===== config.mk =====
export PLATFORM = sky130hd
export DESIGN_NAME = rx_char_fifo
export DESIGN_NICKNAME = d
export VERILOG_FILES = /design/src/rtl/rxf_pkg.sv /design/src/rtl/rxf_level.sv /design/src/rtl/rxf_store.sv /design/src/rtl/rxf_ctrl.sv /design/src/rtl/rx_char_fifo.sv
export SDC_FILE = /design/constraint.sdc
export NUM_CORES = 1
export LEC_CHECK = 0
export BUFFER_PORTS_ARGS = -buffer_cell sky130_fd_sc_hd__buf_2
export CAP_MARGIN = 20
export CORE_ASPECT_RATIO = 0.5
export CORE_MARGIN = 2
export CORE_UTILIZATION = 53
export CTS_CLUSTER_SIZE = 25
export DETAILED_ROUTE_END_ITERATION = 16
export HOLD_SLACK_MARGIN = 0.02
export PLACE_DENSITY = 0.77
export SLEW_MARGIN = 20
export SYNTH_ARGS = -nofsm -noshare
export SYNTH_HDL_FRONTEND = slang
export SYNTH_SLANG_ARGS = --single-unit

===== constraint.sdc =====
create_clock -name clk -period 8 [get_ports clk]
set_clock_uncertainty 0.15 [all_clocks]
set_input_delay 1.2 -clock clk [delete_from_list [all_inputs] [get_ports clk]]
set_output_delay 1.2 -clock clk [all_outputs]
set_load 0.1 [all_outputs]

===== src/rtl/rxf_pkg.sv =====
package rxf_pkg;

    localparam int ENTRY_W = 12;
    localparam int BRK_BIT = 10;

    localparam logic [ENTRY_W-1:0] BRK_ENTRY = ENTRY_W'(1) << BRK_BIT;

    typedef struct packed {
        logic               en;
        logic [ENTRY_W-1:0] val;
    } wr_req_t;

endpackage


===== src/rtl/rxf_level.sv =====
module rxf_level #(
    parameter int SEL_W = 3,
    localparam int LVL_W = SEL_W + 2
) (
    input  logic             fifo_mode_i,
    input  logic [SEL_W-1:0] sel_i,
    output logic [LVL_W-1:0] level_o
);

    always_comb begin
        if (fifo_mode_i) begin
            level_o = {sel_i, 2'b00};
        end else begin
            level_o = LVL_W'(1);
        end
    end

endmodule


===== src/rtl/rxf_store.sv =====
module rxf_store
    import rxf_pkg::*;
#(
    parameter int DEPTH = 16,
    localparam int PTR_W = $clog2(DEPTH)
) (
    input  logic               clk,
    input  logic               rst_n,
    input  wr_req_t            wr_i,
    input  logic [PTR_W-1:0]   wr_slot_i,
    input  logic [PTR_W-1:0]   rd_pos_i,
    output logic [ENTRY_W-1:0] rd_data_o
);

    logic [DEPTH-1:0][ENTRY_W-1:0] mem_d;
    logic [DEPTH-1:0][ENTRY_W-1:0] mem_q;

    always_comb begin
        mem_d = mem_q;
        if (wr_i.en) begin
            mem_d[wr_slot_i] = wr_i.val;
        end
    end

    always_ff @(posedge clk or negedge rst_n) begin
        if (!rst_n) begin
            mem_q <= '0;
        end else begin
            mem_q <= mem_d;
        end
    end

    assign rd_data_o = mem_q[rd_pos_i];

endmodule


===== src/rtl/rxf_ctrl.sv =====
module rxf_ctrl
    import rxf_pkg::*;
#(
    parameter int DEPTH = 16,
    parameter int LVL_W = 5,
    localparam int PTR_W = $clog2(DEPTH),
    localparam int CNT_W = PTR_W + 1,
    localparam int CMP_W = (CNT_W > LVL_W) ? CNT_W : LVL_W
) (
    input  logic               clk,
    input  logic               rst_n,
    input  logic               fifo_mode_i,
    input  logic [LVL_W-1:0]   level_i,
    input  logic               push_i,
    input  logic [ENTRY_W-1:0] push_entry_i,
    input  logic               brk_i,
    input  logic               pop_i,
    output wr_req_t            wr_o,
    output logic [PTR_W-1:0]   wr_slot_o,
    output logic [PTR_W-1:0]   rd_pos_o,
    output logic [CNT_W-1:0]   count_o,
    output logic               empty_o,
    output logic               full_o,
    output logic               irq_o,
    output logic               accept_o
);

    typedef struct packed {
        logic [PTR_W-1:0] pos;
        logic [CNT_W-1:0] cnt;
        logic             empty;
        logic             full;
        logic             irq;
    } ctl_t;

    ctl_t st_d;
    ctl_t st_q;

    logic [CMP_W-1:0] lvl_ext;

    assign lvl_ext  = CMP_W'(level_i);
    assign accept_o = fifo_mode_i ? (st_q.cnt < CNT_W'(DEPTH)) : (st_q.cnt == '0);

    always_comb begin
        st_d      = st_q;
        wr_o.en   = (push_i | brk_i) & accept_o;
        wr_o.val  = brk_i ? BRK_ENTRY : push_entry_i;

        // removal is applied before insertion
        if (pop_i) begin
            st_d.full = 1'b0;
            if (st_q.cnt != '0) begin
                st_d.cnt = st_q.cnt - CNT_W'(1);
                st_d.pos = st_q.pos + PTR_W'(1);
            end
            if (st_d.cnt == '0) begin
                st_d.empty = 1'b1;
            end
            if (CMP_W'(st_d.cnt) == lvl_ext - CMP_W'(1)) begin
                st_d.irq = 1'b0;
            end
        end

        wr_slot_o = st_d.pos + st_d.cnt[PTR_W-1:0];

        if (wr_o.en) begin
            st_d.cnt   = st_d.cnt + CNT_W'(1);
            st_d.empty = 1'b0;
            if (!fifo_mode_i || st_d.cnt == CNT_W'(DEPTH)) begin
                st_d.full = 1'b1;
            end
            if (CMP_W'(st_d.cnt) == lvl_ext) begin
                st_d.irq = 1'b1;
            end
        end
    end

    always_ff @(posedge clk or negedge rst_n) begin
        if (!rst_n) begin
            st_q.pos   <= '0;
            st_q.cnt   <= '0;
            st_q.empty <= 1'b1;
            st_q.full  <= 1'b0;
            st_q.irq   <= 1'b0;
        end else begin
            st_q <= st_d;
        end
    end

    assign rd_pos_o = st_q.pos;
    assign count_o  = st_q.cnt;
    assign empty_o  = st_q.empty;
    assign full_o   = st_q.full;
    assign irq_o    = st_q.irq;

endmodule


===== src/rtl/rx_char_fifo.sv =====
module rx_char_fifo
    import rxf_pkg::*;
#(
    parameter int DEPTH = 16,
    parameter int SEL_W = 3,
    localparam int PTR_W = $clog2(DEPTH),
    localparam int CNT_W = PTR_W + 1,
    localparam int LVL_W = SEL_W + 2
) (
    input  logic               clk,
    input  logic               rst_n,
    input  logic               fifo_mode_i,
    input  logic [SEL_W-1:0]   rx_lvl_sel_i,
    input  logic               push_i,
    input  logic [ENTRY_W-1:0] push_entry_i,
    input  logic               brk_i,
    input  logic               pop_i,
    output logic [ENTRY_W-1:0] rd_data_o,
    output logic [CNT_W-1:0]   rx_count_o,
    output logic               rx_empty_o,
    output logic               rx_full_o,
    output logic               rx_irq_o,
    output logic               can_accept_o
);

    logic [LVL_W-1:0] level;
    wr_req_t          wr_req;
    logic [PTR_W-1:0] wr_slot;
    logic [PTR_W-1:0] rd_pos;

    rxf_level #(
        .SEL_W(SEL_W)
    ) u_level (
        .fifo_mode_i(fifo_mode_i),
        .sel_i      (rx_lvl_sel_i),
        .level_o    (level)
    );

    rxf_ctrl #(
        .DEPTH(DEPTH),
        .LVL_W(LVL_W)
    ) u_ctrl (
        .clk         (clk),
        .rst_n       (rst_n),
        .fifo_mode_i (fifo_mode_i),
        .level_i     (level),
        .push_i      (push_i),
        .push_entry_i(push_entry_i),
        .brk_i       (brk_i),
        .pop_i       (pop_i),
        .wr_o        (wr_req),
        .wr_slot_o   (wr_slot),
        .rd_pos_o    (rd_pos),
        .count_o     (rx_count_o),
        .empty_o     (rx_empty_o),
        .full_o      (rx_full_o),
        .irq_o       (rx_irq_o),
        .accept_o    (can_accept_o)
    );

    rxf_store #(
        .DEPTH(DEPTH)
    ) u_store (
        .clk      (clk),
        .rst_n    (rst_n),
        .wr_i     (wr_req),
        .wr_slot_i(wr_slot),
        .rd_pos_i (rd_pos),
        .rd_data_o(rd_data_o)
    );

endmodule


==> impl_metrics.ini, run 1 <==
[timing]
fin_setup_tns_ps = 0
finalMaxSlewViolations = 0
report.final.setup_viol = 0
grt_setup_unrepaired = false
min_period_over_period_pct = 66.69
max-slew-margin-rel_pct = 23.81
max_slew.worst_pin.slew_ps = 1143
final_hold_viol_count = 0
final_period_minus_worst_setup_slack_ps = 5335
max_freq_ghz = 0.1874
worst_hold_slack_ps = 343.6

[worst_setup_path]
worstSetupStartpointType = flip-flop
cell_breakdown_of_the_critical_path = inv_1 > ha_1 > or4b_1 > nand2_1 > o21ai_0 > ha_1 > nand2_1 > or4b_2 > o311a_1 > xor3_4 > nor2_2 > mux2_2
cp.arrival_ps = 5560
timing.setup.critical_path_class = flip-flop to flip-flop
critPathMaxFanout = 19
critical_path_required_ps = 8220
cp_slowest_stage_delay_ps = 780
r2r.worst_path.cells = 12
worst_path_max_delay_cell = sky130_fd_sc_hd__nor2_2
end_kind = flip-flop
regToRegSetupSlack_ps = 2660

[final_layout]
synthToLayoutAreaGrowth_pct = 8.735
n_antenna_cell = 0
fin_nets = 803
fraction_of_layout_instances_using_a_drive_strength_above_1_pct = 41.88
layout.cells.non_filler = 1054

[floorplan]
row_count = 36
die-width_um = 202.9
design.die.area_um2 = 20990
chipHeight_um = 103.5
start_util_pct = 54.01
core_area_um2 = 19410
ios = 42

[clocking]
post_cts_hold_buffer_count = 0
number_of_setup_buffers_added_after_cts = 0
tritoncts.num_buffers = 19
ctsResizeCount = 0
ctsLongestPathBuffers = 3
clock_sink_count = 204
clock_tree_from_tritoncts = yes
cts_root_buf = sky130_fd_sc_hd__clkbuf_16
clk_latency_ps = 480
cts.clk_slew.worst_paths_ps = 70
cts_htree_levels = 1

[yosys]
synth_top_cells_by_area = sky130_fd_sc_hd__dfrtp_1 48%, sky130_fd_sc_hd__mux2_2 14%, sky130_fd_sc_hd__mux2_4 10%, sky130_fd_sc_hd__mux4_2 5.2%, sky130_fd_sc_hd__mux2i_1 4.0%
main_flop_type_after_synthesis = sky130_fd_sc_hd__dfrtp_1
synth_top_cell_by_area = sky130_fd_sc_hd__dfrtp_1
fraction_of_the_mapped_netlist_area_in_compound_gates_pct = 5.501
synth-edff-count = 0
synth-simple-area-share_pct = 6.193
yosys-mux-area-fraction_pct = 33.26
postSynth.asyncResetShare_pct = 100.0
ys_warn_count = 0
yosys.cell_types.count = 60
synth_fp_nets = 794
largest_family_of_logic_cells_by_synthesized_area = multiplexers
synth_top_area_share_pct = 48.45
ys_seq_elements = 204
syn-mean-instance-area_um2 = 13.67
synthesis.area_um2 = 10490
synth-seq-area-share_pct = 48.70
synthMostInstantiatedCell = sky130_fd_sc_hd__dfrtp_1
syn-instance-count = 767
synth_xor_xnor_area_share_pct = 2.160
top_cell_types_by_occurrence_after_synthesis = 203 x sky130_fd_sc_hd__dfrtp_1, 129 x sky130_fd_sc_hd__mux2_2, 70 x sky130_fd_sc_hd__mux2_4, 42 x sky130_fd_sc_hd__mux2i_1, 41 x sky130_fd_sc_hd__nand2_1
yosys.area_share.adder_pct = 0.7876

[global_routing]
grt_first_pass_wirelength_mm = 36.97
globalRouteTotalUtil_pct = 23.12
first_global_vias = 6317
maximum_number_of_pins_on_one_net_before_global_route_repair = 91
grt_residual_overflow = 0
grt_antenna_before_repair = 1

[drt]
drt_first_iter_violations = 591
vias = 6378
routed_wl_mm = 23.86
drtPass1Iterations = 5
vias_per_cell = 6.051
post_drt_wl_per_cell_um = 22.64
drc = 0
antenna_left = 0

[status]
outcome = finished, final reports clean

[hold_path]
min-delay-path-class = flip-flop to flip-flop
worst_hold_path.num_cells = 1

[placed_design]
globalplace.congestion = 0.8972
place.detailed.hpwl_mm = 14.33
dp_cells = 1021
portBuffers = 41

[job]
max_cap_violations = 0
## per-stage QoR
| stage | setup slack, ps | instance area, um^2 | util (%) |
|---|---|---|---|
| 3_5_place_dp | 2630 | 10750 | 55.37 |
| 2_1_floorplan | 2478 | 10490 | - |
| 5_1_grt | 2403 | 11400 | 58.73 |
| 6_report | 2665 | 11400 | 58.73 |
| 4_1_cts | 2650 | 11400 | 58.70 |
| 3_3_place_gp | 2803 | 10750 | 55.37 |
## layout make-up
cell class	count	area [um^2]
Timing Repair Buffer	47	259.0
Fill cell	1474	8013
Multi-Input combinational cell	498	5030
Clock buffer	26	561.8
Inverter	6	22.52
Tap cell	266	332.8
Sequential cell	204	5110
Clock inverter	7	85.08
## registers in the layout (all words and copies together), names as in the netlist
register / flops
u_store.mem_q: 192
u_ctrl.count_o: 5
u_ctrl.rd_pos_o: 4
u_ctrl.empty_o: 1
u_ctrl.full_o: 1
u_ctrl.irq_o: 1
## kinds of logic after synthesis
kind of cell | Yosys count
XOR/XNOR | 22
AO/OA/AOI/OAI | 88
adder cells (fa/ha/maj) | 6
multiplexers | 266
flip-flops | 204
AND/OR/NAND/NOR | 116
buffers and inverters | 65
## path summary, 6_finish.rpt
kind | end | startpoint
max in group asynchronous | u_ctrl.rd_pos_o[0]$_DFF_PN0_ | rst_n
worst min register to register | u_ctrl.irq_o$_DFF_PN0_ | u_ctrl.irq_o$_DFF_PN0_
worst max register to register | u_store.mem_q[96]$_DFFE_PN0P_ | u_ctrl.count_o[0]$_DFF_PN0_
worst max-delay path | u_store.mem_q[96]$_DFFE_PN0P_ | u_ctrl.count_o[0]$_DFF_PN0_
min in group asynchronous | u_store.mem_q[10]$_DFFE_PN0P_ | rst_n
worst min-delay path | u_ctrl.irq_o$_DFF_PN0_ | u_ctrl.irq_o$_DFF_PN0_
## critical path, delay by kind of cell (launching register included)
kind                       cells  cell delay, ps
muxes                          1             410
buffers and inverters          1             170
DFF                            1             610
and+or+nand+nor                5            2310
xor gates and xnor gates       1             450
AOI/OAI and AO/OA              2             430
adders and majority gates      2             700
## cell usage in the layout, fill, tap and decap left out, types with 3 or more instances in the layout
cell type and count:
sky130_fd_sc_hd__buf_4 6, sky130_fd_sc_hd__a22oi_1 12, sky130_fd_sc_hd__clkbuf_16 19, sky130_fd_sc_hd__xor2_1 7, sky130_fd_sc_hd__or4_1 5, sky130_fd_sc_hd__a221oi_1 12
sky130_fd_sc_hd__clkinv_2 5, sky130_fd_sc_hd__nor2b_2 3, sky130_fd_sc_hd__inv_1 6, sky130_fd_sc_hd__nand2_2 4, sky130_fd_sc_hd__o21ai_0 24, sky130_fd_sc_hd__dfrtp_1 202
sky130_fd_sc_hd__buf_2 40, sky130_fd_sc_hd__o31ai_1 3, sky130_fd_sc_hd__nor2_1 11, sky130_fd_sc_hd__nor2_4 4, sky130_fd_sc_hd__xnor2_1 13, sky130_fd_sc_hd__mux4_2 24
sky130_fd_sc_hd__or3_1 3, sky130_fd_sc_hd__nand3_1 8, sky130_fd_sc_hd__nand2_4 4, sky130_fd_sc_hd__mux2_2 129, sky130_fd_sc_hd__nor4_1 3, sky130_fd_sc_hd__clkbuf_8 7
sky130_fd_sc_hd__nand2_1 41, sky130_fd_sc_hd__mux2i_1 42, sky130_fd_sc_hd__mux2_4 70, sky130_fd_sc_hd__nor2_2 4, sky130_fd_sc_hd__a21oi_1 19, sky130_fd_sc_hd__ha_1 5
sky130_fd_sc_hd__nor2b_1 11
## metal layers
metal | track usage [%] | vias to the layer above | wire, um
li1 | - | 2818 | -
met1 | 33.61 | 3316 | 11070
met2 | 36.64 | 196 | 10820
met3 | 4.104 | 46 | 1454
met4 | 5.671 | 2 | 504
met5 | 0 | - | 7
Power of run 1 is left out: the tool's default activity adds up to more than one toggle a clock period on the data nets, which glitch-free logic cannot reach.
==> inputs of run 2 (changes only) <==
==> constraint.sdc (replaced) <==
create_clock -name clk -period 5.47 [get_ports clk]
set_clock_uncertainty 0.15 [all_clocks]
set_input_delay 0.8205 -clock clk [delete_from_list [all_inputs] [get_ports clk]]
set_output_delay 0.8205 -clock clk [all_outputs]
set_load 0.1 [all_outputs]
==> impl_metrics.ini, run 2 (same netlist as run 1, synthesis figures left out) <==
[worst_setup_path]
critical_path_required_ps = 5690
end_kind = flip-flop
cp.arrival_ps = 5140
critPathMaxFanout = 12
worstSetupStartpointType = flip-flop
timing.setup.critical_path_class = flip-flop to flip-flop
r2r.worst_path.cells = 12
regToRegStartpoint = u_ctrl.count_o[1]$_DFF_PN0_
cp-startpoint = u_ctrl.count_o[1]$_DFF_PN0_

[clocking]
cts.clk_slew.worst_paths_ps = 60
cts_htree_levels = 1
clock_tree_from_tritoncts = yes
clk_latency_ps = 490
tritoncts.num_buffers = 20
ctsResizeCount = 0
number_of_setup_buffers_added_after_cts = 0
post_cts_hold_buffer_count = 0
cts_root_buf = sky130_fd_sc_hd__clkbuf_16
ctsLongestPathBuffers = 3
clock_sink_count = 204

[drt]
drc = 0
vias_per_cell = 6.087
post_drt_wl_per_cell_um = 22.63
drtPass1Iterations = 4
detailroute.wirelength.met2_mm = 11.00
drt_first_iter_violations = 585
maxUsedRoutingLayer = met4
dr_wl_met3_mm = 1.460
routed_wl_mm = 24.06
vias = 6471
detail_route.wirelength.met1_mm = 11.11
antenna_left = 0

[final_layout]
largest_register_ff_count = 192
fin_nets = 812
final_cell_area_um2 = 11480
layout.filler_cells = 1449
n_antenna_cell = 0
multi_input_area_um2 = 5039
mostFrequentLayoutCell = sky130_fd_sc_hd__dfrtp_1
layout.cells.most_common_list = 201 x sky130_fd_sc_hd__dfrtp_1, 129 x sky130_fd_sc_hd__mux2_2, 70 x sky130_fd_sc_hd__mux2_4, 42 x sky130_fd_sc_hd__mux2i_1, 41 x sky130_fd_sc_hd__nand2_1
fraction_of_layout_instances_using_a_drive_strength_above_1_pct = 42.79
synthToLayoutAreaGrowth_pct = 9.511
max_flop_register = u_store.mem_q
seqCellArea_um2 = 5111

[floorplan]
start_util_pct = 54.01
chipHeight_um = 103.5
core_area_um2 = 19410
ios = 42
die-width_um = 202.9
design.die.area_um2 = 20990
row_count = 36

[placed_design]
globalplace.congestion = 0.8752
pre_cts_ws_ps = 670.9
place.detailed.hpwl_mm = 14.47
portBuffers = 41
placement.cell_area_um2 = 10810

[global_routing]
grt_antenna_before_repair = 0
first_global_vias = 6676
grt_residual_overflow = 0
globalRouteTotalUtil_pct = 23.70
maximum_number_of_pins_on_one_net_before_global_route_repair = 114
grt_first_pass_wirelength_mm = 38.07

[timing]
final_hold_viol_count = 0
report.final.setup_viol = 0
max_slew.worst_pin.slew_ps = 1085
worst_hold_slack_ps = 267.7
fin_setup_tns_ps = 0
worst_slack_ps = 547.6
max_freq_ghz = 0.2032
final_period_minus_worst_setup_slack_ps = 4922
max-slew-margin-rel_pct = 27.55
finalMaxSlewViolations = 0
min_period_over_period_pct = 89.99
grt_setup_unrepaired = false

[hold_path]
min-delay-path-class = input port to async pin

[job]
max_cap_violations = 0

[status]
outcome = finished, final reports clean
-- run 2: cell count changes in the layout (fill, tap and decap cells not counted), sizes merged --
cell      change
inv           +1
clkinv        -4
buf           +8
clkbuf        +5
bufinv        -2
clkinvlp      +1
-- run 2: per-stage QoR --
stage / utilization (%) / instances
floorplan: - / 767
CTS: 59.09 / 1063
global placement: 55.70 / 1029
finish: 59.15 / 1063
detailed placement: 55.70 / 1029
global route: 59.15 / 1063
-- run 2: worst paths after layout --
check / endpoint / slack (ps)
worst max-delay path: u_store.mem_q[10]$_DFFE_PN0P_ / 550
worst min-delay path: u_store.mem_q[136]$_DFFE_PN0P_ / 270
worst max register to register: u_store.mem_q[10]$_DFFE_PN0P_ / 550
worst min register to register: u_ctrl.irq_o$_DFF_PN0_ / 340
max in group asynchronous: u_ctrl.rd_pos_o[3]$_DFF_PN0_ / 3750
min in group clk: u_ctrl.irq_o$_DFF_PN0_ / 340
-- run 2: per-layer routing --
layer,track usage [%],vias up
met5,0,-
met2,38.30,186
met3,4.793,39
met4,6.008,0
li1,-,2836
met1,33.42,3410
-- run 2: critical path: stages (launching register included) --
cell                      delay [ps]
sky130_fd_sc_hd__dfrtp_1         470
sky130_fd_sc_hd__inv_1           140
sky130_fd_sc_hd__ha_1            330
sky130_fd_sc_hd__or4b_1          590
sky130_fd_sc_hd__nand2_1         250
sky130_fd_sc_hd__o21ai_0         270
sky130_fd_sc_hd__ha_1            380
sky130_fd_sc_hd__nand2_1          70
sky130_fd_sc_hd__or4b_2          640
sky130_fd_sc_hd__o311a_1         180
sky130_fd_sc_hd__xnor3_2         390
sky130_fd_sc_hd__nor2_4          520
sky130_fd_sc_hd__mux2_2          400
-- run 2: layout make-up --
cell class / instances / share of cell area, %
clock inverters: 3 / 0.2179
flip-flops and latches: 204 / 44.51
well taps: 266 / 2.899
clock buffers: 31 / 5.514
multi-input cells: 498 / 43.88
inverters: 6 / 0.1961
repair buffers: 55 / 2.779
Power of run 2 is left out for the same reason.
